<file path="src/rtl/dmd_pkg.sv">
// Package for the demand-mode bus handshake controller.
// Holds the channel count, the channel width and the types shared between
// the grant sequencer and the acknowledge generator.
package dmd_pkg;
    localparam int NCH       = 4;
    localparam int CHW       = $clog2(NCH);
    localparam int DIRECT_CH = 2;

    typedef enum logic [1:0] {
        ST_IDLE  = 2'd0,
        ST_GRANT = 2'd1
    } hs_state_t;

    typedef struct packed {
        logic           valid;
        logic [CHW-1:0] ch;
    } accept_t;
endpackage

</file>
<file path="src/rtl/dmd_in_reg.sv">
// Input stage: turns the active-low pins into active-high levels and
// registers them once. A second, delayed copy of the bus-release request
// lets the sequencer find a new request edge.
// Assumes the pins are already synchronous to clk.
module dmd_in_reg #(
    parameter int DW = 8
) (
    input  logic          clk,
    input  logic          rst_n,
    input  logic          breq_n,
    input  logic          treq_n,
    input  logic [DW-1:0] data_bus,
    output logic          breq_s,
    output logic          breq_d,
    output logic          treq_s,
    output logic [DW-1:0] data_s
);
    // Register the pins and keep the previous bus-request level.
    always_ff @(posedge clk) begin
        if (!rst_n) begin
            breq_s <= 1'b0;
            breq_d <= 1'b0;
            treq_s <= 1'b0;
            data_s <= '0;
        end else begin
            breq_s <= ~breq_n;
            breq_d <= breq_s;
            treq_s <= ~treq_n;
            data_s <= data_bus;
        end
    end
endmodule

</file>
<file path="src/rtl/dmd_grant_fsm.sv">
// Grant sequencer: grants the bus on a new bus-release request, counts the
// cycles since the grant and decides what each registered transfer request
// means: a descriptor (in the window), a direct channel request, or a
// default-channel request.
// Assumes its inputs come from dmd_in_reg, one register after the pins.
module dmd_grant_fsm
    import dmd_pkg::*;
#(
    parameter int DW      = 8,
    parameter int WIN     = 2,
    parameter int DFLT_CH = 0
) (
    input  logic          clk,
    input  logic          rst_n,
    input  logic          breq_s,
    input  logic          breq_d,
    input  logic          treq_s,
    input  logic [DW-1:0] data_s,
    output logic          bav,
    output accept_t       acc,
    output logic [DW-1:0] desc
);
    localparam int CNTW = $clog2(WIN + 2);
    localparam logic [CNTW-1:0] CNT_WIN = CNTW'(WIN);
    localparam logic [CNTW-1:0] CNT_SAT = CNTW'(WIN + 1);
    localparam logic [CHW-1:0]  CH_DIR  = CHW'(DIRECT_CH);
    localparam logic [CHW-1:0]  CH_DEF  = CHW'(DFLT_CH);

    hs_state_t       st, st_nx;
    logic [CNTW-1:0] cnt, cnt_nx;
    logic            bav_nx;
    accept_t         acc_nx;
    logic [DW-1:0]   desc_nx;

    // Next-state decision for grant, window counting and request decode.
    always_comb begin
        st_nx   = st;
        cnt_nx  = cnt;
        bav_nx  = bav;
        acc_nx  = '0;
        desc_nx = desc;
        case (st)
            ST_IDLE: begin
                if (treq_s) begin
                    acc_nx.valid = 1'b1;
                    acc_nx.ch    = breq_s ? CH_DIR : CH_DEF;
                end else if (breq_s && !breq_d) begin
                    st_nx  = ST_GRANT;
                    bav_nx = 1'b1;
                    cnt_nx = '0;
                end
            end
            ST_GRANT: begin
                if (cnt != CNT_SAT) cnt_nx = cnt + 1'b1;
                if (treq_s && cnt == CNT_WIN) begin
                    desc_nx      = data_s;
                    acc_nx.valid = 1'b1;
                    acc_nx.ch    = data_s[CHW-1:0];
                    st_nx        = ST_IDLE;
                    bav_nx       = 1'b0;
                end else if (treq_s && cnt == CNT_SAT) begin
                    acc_nx.valid = 1'b1;
                    acc_nx.ch    = breq_s ? CH_DIR : CH_DEF;
                    st_nx        = ST_IDLE;
                    bav_nx       = 1'b0;
                end
            end
            default: st_nx = ST_IDLE;
        endcase
    end

    // State, counter, grant, accept and descriptor registers.
    always_ff @(posedge clk) begin
        if (!rst_n) begin
            st   <= ST_IDLE;
            cnt  <= '0;
            bav  <= 1'b0;
            acc  <= '0;
            desc <= '0;
        end else begin
            st   <= st_nx;
            cnt  <= cnt_nx;
            bav  <= bav_nx;
            acc  <= acc_nx;
            desc <= desc_nx;
        end
    end
endmodule

</file>
<file path="src/rtl/dmd_ack_gen.sv">
// Acknowledge generator: decodes an accepted request into one-hot channel
// pulses and, one cycle later, drives the acknowledge strobe with the
// channel number. The channel number is zero while the strobe is idle.
// Assumes acc is valid for one cycle per accepted request.
module dmd_ack_gen
    import dmd_pkg::*;
(
    input  logic           clk,
    input  logic           rst_n,
    input  accept_t        acc,
    output logic [NCH-1:0] svc,
    output logic           ack,
    output logic [CHW-1:0] ack_ch
);
    // One decoder per channel.
    for (genvar i = 0; i < NCH; i++) begin : g_dec
        assign svc[i] = acc.valid && (acc.ch == CHW'(i));
    end

    // Strobe and channel number, one cycle behind the accept.
    always_ff @(posedge clk) begin
        if (!rst_n) begin
            ack    <= 1'b0;
            ack_ch <= '0;
        end else begin
            ack    <= acc.valid;
            ack_ch <= acc.valid ? acc.ch : '0;
        end
    end
endmodule

</file>
<file path="src/rtl/dmd_bus_hs.sv">
// Top of the demand-mode bus handshake controller. Connects the input
// stage, the grant sequencer and the acknowledge generator. It also converts
// the active-high internal grant and strobe back to active-low pins.
// Assumes all pins are synchronous to clk and reset is synchronous.
module dmd_bus_hs
    import dmd_pkg::*;
#(
    parameter int DW      = 8,
    parameter int WIN     = 2,
    parameter int DFLT_CH = 0
) (
    input  logic           clk,
    input  logic           rst_n,
    input  logic           breq_n,
    input  logic           treq_n,
    input  logic [DW-1:0]  data_bus,
    output logic           bus_avail_n,
    output logic           ack_n,
    output logic [CHW-1:0] chan_id,
    output logic [NCH-1:0] svc_req,
    output logic [DW-1:0]  desc_q
);
    logic          breq_s, breq_d, treq_s, bav, ack;
    logic [DW-1:0] data_s;
    accept_t       acc;

    dmd_in_reg #(.DW(DW)) u_in (
        .clk(clk), .rst_n(rst_n), .breq_n(breq_n), .treq_n(treq_n),
        .data_bus(data_bus), .breq_s(breq_s), .breq_d(breq_d),
        .treq_s(treq_s), .data_s(data_s)
    );

    dmd_grant_fsm #(.DW(DW), .WIN(WIN), .DFLT_CH(DFLT_CH)) u_fsm (
        .clk(clk), .rst_n(rst_n), .breq_s(breq_s), .breq_d(breq_d),
        .treq_s(treq_s), .data_s(data_s), .bav(bav), .acc(acc),
        .desc(desc_q)
    );

    dmd_ack_gen u_ack (
        .clk(clk), .rst_n(rst_n), .acc(acc), .svc(svc_req),
        .ack(ack), .ack_ch(chan_id)
    );

    assign bus_avail_n = ~bav;
    assign ack_n       = ~ack;
endmodule

</file>
<file path="config.mk">
export PLATFORM = sky130hd
export DESIGN_NAME = dmd_bus_hs
export DESIGN_NICKNAME = d
export VERILOG_FILES = /design/src/rtl/dmd_pkg.sv /design/src/rtl/dmd_in_reg.sv /design/src/rtl/dmd_grant_fsm.sv /design/src/rtl/dmd_ack_gen.sv /design/src/rtl/dmd_bus_hs.sv
export SDC_FILE = /design/constraint.sdc
export NUM_CORES = 1
export LEC_CHECK = 0
export ABC_AREA = 1
export BUFFER_PORTS_ARGS = -buffer_cell sky130_fd_sc_hd__buf_2
export CAP_MARGIN = 10
export CORE_UTILIZATION = 48
export DETAILED_ROUTE_END_ITERATION = 10
export GPL_ROUTABILITY_DRIVEN = 1
export PLACE_DENSITY = 0.81
export SYNTH_ARGS = -nofsm -noshare
export SYNTH_HDL_FRONTEND = slang
export SYNTH_SLANG_ARGS = --single-unit
</file>
<file path="constraint.sdc">
create_clock -name clk -period 1.4 [get_ports clk]
set_input_delay 0.07 -clock clk [delete_from_list [all_inputs] [get_ports clk]]
set_output_delay 0.07 -clock clk [all_outputs]
set_load 0.03 [all_outputs]
</file>
==> impl_metrics.py <==
metrics = {
    "placement": {
        "dp_slack_ns": 0.2150,
        "dp_hpwl_um": 1205,
        "port-buffer-count": 27,
        "gp_congestion": 0.8710,
        "place_area_um2": 1124,
    },
    "synthesis": {
        "synth.distinct_cells": 16,
        "yosys.area.top_type_share": 0.5781,
        "seq_area_frac_synth": 0.5781,
        "synth_cells": 117,
        "synth-seq-cells": 28,
        "async_flop_share": 0,
        "yosys_warnings": 0,
        "syn_area_um2": 969.7,
        "synth_common_cells": "dfxtp_1, nor2_1, inv_1, nand2_1, o21ai_0",
        "synthFlopType": "dfxtp_1",
        "syn-mean-instance-area_um2": 8.288,
        "synth_edf_count": 0,
        "yosysMostFrequentCell": "dfxtp_1",
        "yosys.area.top_type": "dfxtp_1",
        "synthTopCellsByArea": "dfxtp_1, nor2_1, inv_1",
        "syn_nets": 131,
    },
    "worst_setup_path": {
        "endpoint_kind": "flip-flop",
        "rrSetupSlack_ns": 0.18,
        "start_kind": "flip-flop",
        "ff2ff_path_depth": 7,
        "cp.arrival_ns": 1.49,
        "crit_type": "reg2reg",
        "r2r_end": "u_fsm.desc[0]",
        "r2r-start": "u_fsm.cnt[0]",
        "crit_fanout": 10,
        "cp.required_ns": 1.67,
    },
    "clock_tree": {
        "ctsResizeCount": 0,
        "cts_num_sinks": 28,
        "clockBufferDepth": 2,
        "numCtsBuffers": 3,
        "clk_pin_slew_ns": 0.14,
        "ctsHtreeMaxLevel": 1,
        "clkLatencyLatePin_ns": 0.32,
        "cts_tree": "done",
        "cts_root_buffer": "clkbuf_4",
    },
    "timing": {
        "setup-tns-final_ns": 0,
        "worst_slew_pin_slew_ns": 0.3287,
        "finalSetupViolations": 0,
        "layout_setup_ws_ns": 0.1768,
        "relSlewSlack": 0.7809,
        "post-route-min-period_ns": 1.223,
        "fin_worst_skew_ns": 0.0009305,
        "finalMaxSlewViolations": 0,
        "hold_viol": 0,
        "rsz0062_at_grt": "no",
        "finalCritPeriodShare": 0.8737,
        "max_freq_ghz": 0.8175,
    },
    "detailed_routing": {
        "num_vias": 825,
        "ant_nets": 0,
        "first_pass_iters": 4,
        "wl_um": 1776,
        "first_iter_violations": 11,
        "viasPerCell": 4.558,
        "drc": 0,
        "post_drt_wl_per_cell_um": 9.812,
    },
    "cells_and_area": {
        "drive_gt1_frac": 0.2372,
        "layout.nets": 171,
        "final_area_um2": 1276,
        "antenna_cells": 0,
        "post-route-util": 0.7083,
        "syn_to_final_growth_pct": 31.61,
    },
    "floorplan": {
        "start_util": 0.5382,
        "fp.dieW_um": 46.95,
        "dieHeight_um": 46.95,
        "core_region_area_um2": 1802,
        "rows": 15,
        "ios": 28,
        "dieArea_um2": 2204,
    },
    "power": {
        "peakVddDrop_v": 0.0006476,
        "power_leakage_uw": 0.0007048,
        "power_uw": 1450,
        "p_per_area_nw_per_um2": 1136,
    },
    "global_route": {
        "grt_max_degree": 22,
        "grt.total_usage": 0.1831,
        "globalRouteOverflowTotal": 0,
        "grt_pass1_vias": 724,
        "antenna_found_initial": 0,
        "grt_pass1_wl_um": 2725,
    },
    "status": {
        "outcome": "completed",
    },
    "min_path": {
        "min_path_cells": 3,
        "holdPathEnd": "u_in.data_s[3]",
        "worstHoldStart": "rst_n",
        "hold_class": "in2reg",
    },
    "job": {
        "maxCapViolCount": 0,
    },
}
[worst max-delay path by stage]
| stage | endpoint | cells after the start | startpoint |
|---|---|---|---|
| after floorplan | svc_req[2] | 2 | u_fsm.acc[2] |
| after global placement | u_fsm.desc[2] | 7 | u_fsm.cnt[0] |
| after detailed placement | u_fsm.desc[7] | 7 | u_fsm.cnt[0] |
| after CTS | svc_req[2] | 3 | u_fsm.acc[2] |
| after global routing | u_fsm.desc[0] | 7 | u_fsm.cnt[0] |
| final | u_fsm.desc[0] | 7 | u_fsm.cnt[0] |
[flip-flops by register name (all words and copies together) (netlist names)]
register and cells:
u_in.treq_s 1, u_ack.ack_ch 2, u_in.breq_s 1, u_fsm.desc 8
u_fsm.st 1, u_fsm.acc 3, u_in.data_s 8, u_fsm.cnt 2
u_ack.ack 1, u_in.breq_d 1
[placed cells by master, fill, tap and decap left out]
cell,netlist,final
a21oi_1,4,4
a21oi_2,1,1
buf_2,1,27
bufinv_16,0,1
clkbuf_4,0,3
dfxtp_1,28,28
dlygate4sd3_1,0,10
ha_1,2,2
inv_1,19,19
inv_2,2,2
nand2_1,18,18
nand2_2,2,2
nand3_1,4,4
nand4_1,1,1
nor2_1,22,22
nor2_8,1,1
nor3_1,2,2
o21ai_0,9,9
[critical path, stage by stage (launching register included)]
cell and delay (ns):
dfxtp_1 0.41, inv_1 0.06, ha_1 0.22, nand2_2 0.14
nor2_8 0.06, inv_2 0.11, nand2_1 0.08, a21oi_2 0.10
[area by class of cell]
class	count	area, um2
Multi-Input combinational cell	66	317.8
Tap cell	25	31.28
Sequential cell	28	560.5
Inverter	21	78.83
Clock buffer	3	22.52
Clock inverter	1	30.03
Fill cell	140	525.5
Timing Repair Buffer	37	235.2
[through the flow]
stage,instances,hold WS (ns)
floorplan,117,0.1424
global placement,167,0.2265
detailed placement,167,0.2300
CTS,181,0.09799
global route,181,0.1192
finish,181,0.1115
[per-layer routing]
metal	part of all wire	track usage	wire, um
met5	0	0	0
met4	0.0073	0.1200	13
met3	0.038	0.05385	67
met2	0.53	0.3333	948
met1	0.42	0.1779	746
[cell families (layout without fill, tap and decap cells)]
group	count (synthesis)	count (layout)	share of synthesized area
buffers and inverters	23	62	0.09420
adder cells (fa/ha/maj)	2	2	0.02580
AND/OR/NAND/NOR	50	50	0.2258
flip-flops	28	28	0.5781
AO/OA/AOI/OAI	14	14	0.07613
[report_power, final]
part | internal [uW] | total, uW | switching, uW
Sequential | 821 | 835 | 13.2
Clock | 289 | 514 | 224
Combinational | 47.1 | 101 | 54.3
[repair_timing]
action / CTS / global route
hold endpoints to repair: 10 / 0
hold buffers: 10 / 0
setup buffers: 0 / 0
(Power assumes the default switching activity.)
